<file path="config.mk">
export PLATFORM = sky130hd
export DESIGN_NAME = evt_bcast_buf
export DESIGN_NICKNAME = d
export VERILOG_FILES = /design/src/rtl/evb_pkg.sv /design/src/rtl/evb_word_reg.sv /design/src/rtl/evb_flag_pair.sv /design/src/rtl/evt_bcast_buf.sv
export SDC_FILE = /design/constraint.sdc
export NUM_CORES = 1
export LEC_CHECK = 0
export ABC_CLOCK_PERIOD_IN_PS = 820
export CORE_UTILIZATION = 34
export DETAILED_ROUTE_END_ITERATION = 6
export GPL_ROUTABILITY_DRIVEN = 0
export PLACE_DENSITY = 0.73
export REMOVE_ABC_BUFFERS = 1
export SYNTH_ARGS = -nofsm -noshare
export SYNTH_HDL_FRONTEND = slang
export SYNTH_SLANG_ARGS = --single-unit
export TNS_END_PERCENT = 100
</file>
<file path="constraint.sdc">
create_clock -name clk -period 0.82 [get_ports clk]
set_clock_uncertainty 0.15 [all_clocks]
set_input_delay 0.164 -clock clk [delete_from_list [all_inputs] [get_ports clk]]
set_output_delay 0.164 -clock clk [all_outputs]
set_load 0.05 [all_outputs]
</file>
<file path="src/rtl/evb_pkg.sv">
package evb_pkg;

  // Next pending flag: a post sets it, the consumer's own freeze clears it.
  function automatic logic pend_next(input logic cur, input logic post,
                                     input logic frz);
    return post | (cur & ~frz);
  endfunction

  // Next snapshot flag: a freeze loads the pending flag (wins over take),
  // otherwise a take clears it.
  function automatic logic snap_next(input logic cur, input logic pend,
                                     input logic frz, input logic take);
    logic r;
    if (frz) r = pend;
    else     r = cur & ~take;
    return r;
  endfunction

endpackage

</file>
<file path="src/rtl/evb_word_reg.sv">
module evb_word_reg #(
  parameter int W = 8
) (
  input  logic         clk,
  input  logic         rst_n,
  input  logic         load_i,
  input  logic [W-1:0] d_i,
  output logic [W-1:0] q_o
);

  always_ff @(posedge clk or negedge rst_n) begin
    if (!rst_n)      q_o <= '0;
    else if (load_i) q_o <= d_i;
  end

  p_store_r2: assert property (@(posedge clk) disable iff (!rst_n)
    load_i |=> (q_o == $past(d_i)));

  p_hold_r8: assert property (@(posedge clk) disable iff (!rst_n)
    !load_i |=> $stable(q_o));

endmodule

</file>
<file path="src/rtl/evb_flag_pair.sv">
module evb_flag_pair
  import evb_pkg::*;
(
  input  logic clk,
  input  logic rst_n,
  input  logic post_i,
  input  logic frz_i,
  input  logic take_i,
  output logic pend_o,
  output logic snap_o
);

  logic pend_d;
  logic snap_d;
  logic kept_evt;   // post arriving during a freeze: kept for next reaction

  assign pend_d   = pend_next(pend_o, post_i, frz_i);
  assign snap_d   = snap_next(snap_o, pend_o, frz_i, take_i);
  assign kept_evt = post_i & frz_i;

  always_ff @(posedge clk or negedge rst_n) begin
    if (!rst_n) begin
      pend_o <= 1'b0;
      snap_o <= 1'b0;
    end else begin
      pend_o <= pend_d;
      snap_o <= snap_d;
    end
  end

  p_post_sets_r3: assert property (@(posedge clk) disable iff (!rst_n)
    post_i |=> pend_o);

  p_freeze_copy_r4: assert property (@(posedge clk) disable iff (!rst_n)
    frz_i |=> (snap_o == $past(pend_o)));

  p_freeze_clear_r4: assert property (@(posedge clk) disable iff (!rst_n)
    (frz_i && !post_i) |=> !pend_o);

  p_kept_r5: assert property (@(posedge clk) disable iff (!rst_n)
    kept_evt |=> pend_o);

  p_take_clear_r6: assert property (@(posedge clk) disable iff (!rst_n)
    (take_i && !frz_i) |=> !snap_o);

  p_pend_hold_r9: assert property (@(posedge clk) disable iff (!rst_n)
    (!post_i && !frz_i) |=> $stable(pend_o));

endmodule

</file>
<file path="src/rtl/evt_bcast_buf.sv">
module evt_bcast_buf #(
  parameter int N = 4,
  parameter int W = 8
) (
  input  logic         clk,
  input  logic         rst_n,
  input  logic         post_i,
  input  logic [W-1:0] post_data_i,
  input  logic [N-1:0] freeze_i,
  input  logic [N-1:0] take_i,
  output logic [W-1:0] data_o,
  output logic [N-1:0] pend_o,
  output logic [N-1:0] snap_o
);

  logic post_evt;
  assign post_evt = post_i;

  evb_word_reg #(.W(W)) u_word (
    .clk   (clk),
    .rst_n (rst_n),
    .load_i(post_evt),
    .d_i   (post_data_i),
    .q_o   (data_o)
  );

  for (genvar k = 0; k < N; k++) begin : g_cons
    evb_flag_pair u_flags (
      .clk   (clk),
      .rst_n (rst_n),
      .post_i(post_evt),
      .frz_i (freeze_i[k]),
      .take_i(take_i[k]),
      .pend_o(pend_o[k]),
      .snap_o(snap_o[k])
    );
  end

  p_reset_r1: assert property (@(posedge clk)
    !rst_n |=> (data_o == '0 || post_evt));

  p_fanout_r3: assert property (@(posedge clk) disable iff (!rst_n)
    post_evt |=> (&pend_o));

endmodule

</file>
==> flow_summary_export.csv, run 1 <==
group,metric,value,unit
run_status,status,"finished with violations",
run_status,violations,"negative setup slack",
worst_setup_path,worstPathCellList,"buf_12",
route,vias,489,
power,clkPwrFrac,0.219,
worst_setup_path,end_kind,"primary output",
clock_network,cts.htree.levels,1,
synth,synth-seq-area-share,0.577,
final_layout,nNetsFinal,113,
worst_setup_path,cp_max_fo,2,
route,wl,1310,µm
floorplanning,floorplan.initialDensity,0.381,
grt,first_global_vias,505,
worst_setup_path,timing_worst_setup_path_type,"flip-flop to primary output",
final_layout,n_antenna_cell,0,
grt,grt_usage,0.140,
power,power,2.29,mW
synth,ys_ff_latch,16,
final_layout,syn_to_final_growth,89.7,%
floorplanning,die_area,2230,µm²
placed_design,placed_cells,108,
clock_network,path_clk_slew,0.09,ns
sta,slew_viol_final,0,
grt,grt_max_degree,17,
route,drt_iter0_markers,0,
route,ant_nets,0,
clock_network,cts-root-buf,"clkbuf_4",
power,p_int,1.61,mW
clock_network,cts_hold_buf,0,
clock_network,clockBufferDepth,2,
power,swShare,0.299,
placed_design,dp_hpwl,1030,µm
clock_network,cts.sinks,16,
worst_setup_path,crit_slowest_cell,"dfrtp_1",
sta,hold_slack,0.0585,ns
power,ir_drop,1010,µV
synth,syn_avg_cell_area,13.1,µm²
floorplanning,ios,35,
sta,fin_crit,1.19,ns
final_layout,fin_cells,118,
power,p_leak,0.617,nW
final_layout,drive_above_1_share,0.516,
worst_setup_path,cp.buffers_inverters,1,
power,power_density,1740,nW/µm²
route,wl_per_cell,11.1,µm
run,drv_cap,0,
power,netSwitchingPower,0.686,mW
synth,ys_types,10,
grt,overflow,0,
placed_design,numPortBuffers,34,
route,first_pass_iters,1,
floorplanning,fp.coreArea,1820,µm²
sta,relSlewSlack,0.889,
sta,setup_ws,-0.373,ns
floorplanning,fp.dieW,47.2,µm
sta,hold_viol_final,0,
worst_setup_path,critPathArrivalTime,0.88,ns
sta,grt_setup_unrepaired,"yes",
sta,fin_crit_sh,1.46,
floorplanning,die_h,47.2,µm
sta,tightest_slew,0.167,ns
sta,setup_viol,32,
clock_network,cts-buffers-inserted,3,
clock_network,clock_latency,0.27,ns
worst_setup_path,max_stage_delay,0.44,ns
synth,syn_inst,53,
worst_setup_path,required,0.51,ns
worst_setup_path,crit_family,"flip-flops",
power,p_comb_frac,0.370,
route,via_per_inst,4.14,
synth,yosys_warnings,0,
synth,synth_area,694,µm²
grt,grt_pass1_wl,2100,µm
clock_network,cts_tree,"yes",
sta,fmax,0.838,GHz
route,drcViolationCount,0,
worst_setup_path,start_kind,"flip-flop",
grt,antenna_found_initial,0,
power,seq_power_share,0.411,
floorplanning,fp-row-count,15,
worst_hold_path,hp-class,"input port to async pin",
[worst paths after layout]
kind / from / end / slack [ns] / cells after the start
min in group clk: post_i / u_word.q_o[4] / 0.22 / 2
min: rst_n / g_cons[3].u_flags.snap_o / 0.06 / 2
max reg2reg: u_word.q_o[2] / u_word.q_o[2] / -0.25 / 2
max: u_word.q_o[1] / data_o[1] / -0.37 / 1
min reg2reg: u_word.q_o[3] / u_word.q_o[3] / 0.44 / 1
max in group asynchronous: rst_n / u_word.q_o[7] / 0.34 / 2
[flip-flops by register name, indices dropped and copies added (netlist names)]
register / count
g_cons.u_flags.pend_o: 4
g_cons.u_flags.snap_o: 4
u_word.q_o: 8
[area by class of cell]
| class | instances | area (µm²) |
|---|---|---|
| repair buffers | 45 | 613 |
| fillers | 147 | 503 |
| flip-flops and latches | 16 | 400 |
| multi-input cells | 24 | 221 |
| clock buffers | 4 | 36.3 |
| well taps | 25 | 31.3 |
| inverters | 4 | 15.0 |
[layout by cell type (no fill, tap or decap), drive strengths merged]
cell | Yosys | layout
nand2b | 4 | 4
a21o | 4 | 4
dlygate4sd2 | 0 | 1
buf | 9 | 27
mux2 | 8 | 8
inv | 4 | 4
clkbuf | 0 | 4
nand2 | 4 | 4
o21ai | 4 | 4
clkdlybuf4s50 | 0 | 17
dfrtp | 16 | 16
[synth_stat cells]
cell type / instances / area (µm²)
o21ai_0: 4 / 20.0
buf_4: 8 / 60.1
mux2_2: 2 / 22.5
a21o_2: 4 / 35.0
nand2_1: 4 / 15.0
mux2_4: 6 / 90.1
dfrtp_1: 16 / 400
inv_1: 4 / 15.0
nand2b_1: 4 / 25.0
buf_6: 1 / 11.3
[worst register-to-register path: stages (launching register included)]
cell	delay, ns
dfrtp_1	0.42
buf_4	0.14
mux2_4	0.25
[logic make-up after synthesis]
group                  Yosys count  share of synthesized area
flip-flops                      16                      0.577
AND/OR/NAND/NOR                  8                     0.0576
multiplexers                     8                      0.162
AO/OA/AOI/OAI                    8                     0.0793
buffers and inverters           13                      0.124
[stage by stage]
step / setup slack [ns] / area [µm²] / TNS [ns] / util
floorplan: -0.324 / 623 / -6.06 / -
global placement: -0.628 / 1200 / -8.66 / 0.662
detailed placement: -0.683 / 1200 / -9.30 / 0.662
CTS: -0.379 / 1290 / -8.08 / 0.711
global route: -0.411 / 1320 / -8.93 / 0.724
finish: -0.373 / 1320 / -8.03 / 0.724
[power groups by stage]
stage / clock, mW / sequential (mW) / combinational [mW]
2_1_floorplan: 0 / 1.16 / 0.0936
3_3_place_gp: 0 / 0.957 / 0.786
3_5_place_dp: 0 / 0.956 / 0.797
4_1_cts: 0.516 / 0.942 / 0.837
5_1_grt: 0.555 / 0.950 / 0.885
6_report: 0.502 / 0.943 / 0.847
[metal layers]
metal | vias to the layer above | GRT usage | part of all wire
li1 | 242 | - | -
met1 | 221 | 0.173 | 0.41
met2 | 24 | 0.217 | 0.49
met3 | 2 | 0.0615 | 0.092
met4 | 0 | 0.0514 | 0.0031
met5 | - | 0 | 0
[timing repair]
item,in CTS,in global routing
resized for setup,9,7
pin swaps,0,1
setup buffers,5,2
endpoints found under the setup margin,32,32
(Power assumes the default switching activity.)
==> inputs of run 2 (changes only) <==
--- a/config.mk
+++ b/config.mk
@@ -5,11 +5,12 @@
 export SDC_FILE = /design/constraint.sdc
 export NUM_CORES = 1
 export LEC_CHECK = 0
-export ABC_CLOCK_PERIOD_IN_PS = 820
-export CORE_UTILIZATION = 34
+export ABC_CLOCK_PERIOD_IN_PS = 1120
+export CAP_MARGIN = 20
+export CORE_UTILIZATION = 38
 export DETAILED_ROUTE_END_ITERATION = 6
 export GPL_ROUTABILITY_DRIVEN = 0
-export PLACE_DENSITY = 0.73
+export PLACE_DENSITY = 0.77
 export REMOVE_ABC_BUFFERS = 1
 export SYNTH_ARGS = -nofsm -noshare
 export SYNTH_HDL_FRONTEND = slang
==> constraint.sdc (replaced) <==
create_clock -name clk -period 1.12 [get_ports clk]
set_clock_uncertainty 0.15 [all_clocks]
set_input_delay 0.224 -clock clk [delete_from_list [all_inputs] [get_ports clk]]
set_output_delay 0.224 -clock clk [all_outputs]
set_load 0.05 [all_outputs]
==> run 2 against run 1 <==
The run still ends with negative setup slack left. Register-to-register slack improved by 0.29 ns. Worst setup slack improved by 0.24 ns. First-iteration DRC count increased by 2. Wire length increased by 7.9%. Via count increased by 4.5%. Hold slack improved by 0.045 ns. Sequential share of layout area increased by 0.50 points. Non-clock buffer count increased by 1. Sequential power decreased by 27%. Critical path depth unchanged. Flip-flop and latch count unchanged. Critical endpoint is now data_o[4]. Largest power group unchanged.
==> flow_summary_export.csv, run 2 (same netlist as run 1, synthesis figures left out) <==
group,metric,value,unit
sta,hold_slack,0.104,ns
placed_design,numPortBuffers,34,
floorplanning,fp-row-count,15,
placed_design,dp_hpwl,1090,µm
final_layout,n_antenna_cell,0,
floorplanning,ios,35,
run_status,status,"finished with violations",
power,seq_power_share,0.409,
worst_setup_path,start_kind,"flip-flop",
grt,grt_max_degree,17,
worst_setup_path,timing_worst_setup_path_type,"flip-flop to primary output",
clock_network,cts.htree.levels,1,
floorplanning,die_h,44.8,µm
final_layout,top_register,"u_word.q_o",
worst_setup_path,crit_family,"flip-flops",
power,ir_drop,705,µV
final_layout,syn_to_final_growth,86.7,%
clock_network,cts.sinks,16,
clock_network,path_clk_slew,0.10,ns
worst_setup_path,required,0.75,ns
placed_design,placed_cells,108,
sta,hold_viol_final,0,
worst_hold_path,hp-class,"input port to async pin",
floorplanning,floorplan.initialDensity,0.402,
worst_setup_path,end_kind,"primary output",
route,wl,1410,µm
clock_network,clockBufferDepth,2,
clock_network,cts_hold_buf,0,
grt,antenna_found_initial,0,
clock_network,cts-buffers-inserted,3,
worst_setup_path,worstPathCellList,"buf_12",
sta,fin_crit_sh,1.12,
worst_setup_path,critPathArrivalTime,0.87,ns
power,power_density,1300,nW/µm²
final_layout,mostFrequentLayoutCells,"clkdlybuf4s50_1, buf_12, dfrtp_1",
sta,grt_setup_unrepaired,"yes",
clock_network,cts_tree,"yes",
route,vias,511,
floorplanning,die_area,2000,µm²
run_status,violations,"negative setup slack",
worst_setup_path,startpoint,"u_word.q_o[4]",
route,drcViolationCount,0,
grt,overflow,0,
final_layout,top_regs,"u_word.q_o x8, g_cons.u_flags.pend_o x4, g_cons.u_flags.snap_o x4",
sta,setup_viol,16,
power,clkPwrFrac,0.226,
power,netSwitchingPower,0.509,mW
sta,relSlewSlack,0.892,
sta,fmax,0.801,GHz
final_layout,drive_above_1_share,0.468,
clock_network,clock_latency,0.28,ns
route,via_per_inst,4.29,
sta,slew_viol_final,0,
power,p_leak,0.614,nW
sta,tightest_slew,0.160,ns
floorplanning,fp.dieW,44.8,µm
grt,grt_usage,0.156,
power,p_int,1.17,mW
sta,fin_crit,1.25,ns
route,first_pass_iters,3,
final_layout,fin_cells,119,
run,drv_cap,0,
power,p_comb_frac,0.365,
worst_setup_path,max_stage_delay,0.43,ns
route,drt_iter0_markers,2,
worst_setup_path,rr_startpoint,"u_word.q_o[6]",
power,swShare,0.303,
worst_setup_path,cp.buffers_inverters,1,
route,ant_nets,0,
sta,setup_ws,-0.129,ns
worst_setup_path,cp_max_fo,2,
final_layout,nNetsFinal,114,
grt,first_global_vias,526,
clock_network,cts-root-buf,"clkbuf_4",
worst_setup_path,crit_slowest_cell,"dfrtp_1",
final_layout,largest_reg_flops,8,
route,wl_per_cell,11.9,µm
grt,grt_pass1_wl,2160,µm
floorplanning,fp.coreArea,1730,µm²
==> run 2: changes by cell type in the layout (fill, tap and decap cells not counted), sizes merged <==
cell and delta:
buf +1
==> run 2: per-layer routing <==
layer,vias up,share of wire,GRT usage
met5,-,0,0
met1,240,0.43,0.184
li1,246,-,-
met2,23,0.48,0.250
met4,0,0.0085,0.0909
met3,2,0.081,0.0520
==> run 2: repair_timing <==
| item | CTS | global route |
|---|---|---|
| buffers inserted | 6 | 1 |
| endpoints found under the setup margin | 24 | 16 |
| resized for setup | 2 | 0 |
==> run 2: power groups by stage <==
stage | clock [mW] | sequential, mW | combinational, mW
after global placement | 0 | 0.700 | 0.575
after CTS | 0.399 | 0.686 | 0.612
after global routing | 0.428 | 0.692 | 0.640
after floorplan | 0 | 0.852 | 0.0685
final | 0.380 | 0.686 | 0.613
after detailed placement | 0 | 0.701 | 0.583
==> run 2: worst paths after layout <==
kind                                                 end  slack (ns)  cells past startpoint
worst max-delay path                           data_o[4]       -0.13                      1
max in group asynchronous                  u_word.q_o[0]        0.60                      2
min in group clk                g_cons[1].u_flags.pend_o        0.31                      3
worst max register to register             u_word.q_o[6]        0.04                      2
worst min register to register             u_word.q_o[0]        0.44                      1
worst min-delay path            g_cons[0].u_flags.snap_o        0.10                      2
==> run 2: per-stage QoR <==
step	utilization	area (µm²)	setup TNS (ns)	setup slack (ns)	power [mW]
6_report	0.751	1300	-1.91	-0.129	1.68
5_1_grt	0.751	1300	-2.62	-0.186	1.76
4_1_cts	0.746	1290	-2.16	-0.150	1.70
3_5_place_dp	0.698	1200	-3.61	-0.351	1.28
3_3_place_gp	0.698	1200	-3.48	-0.338	1.28
2_1_floorplan	-	623	-0.182	-0.0243	0.921
==> run 2: worst register-to-register path, stage by stage, from the launching register on <==
cell,delay (ns)
dfrtp_1,0.42
buf_4,0.14
mux2_4,0.26
==> run 2: layout make-up <==
cell class | count | area (µm²)
tap | 25 | 31.3
clock buffer | 4 | 36.3
multi-input combinational | 24 | 208
sequential | 16 | 400
fill | 110 | 430
timing repair buffer | 46 | 606
inverter | 4 | 15.0
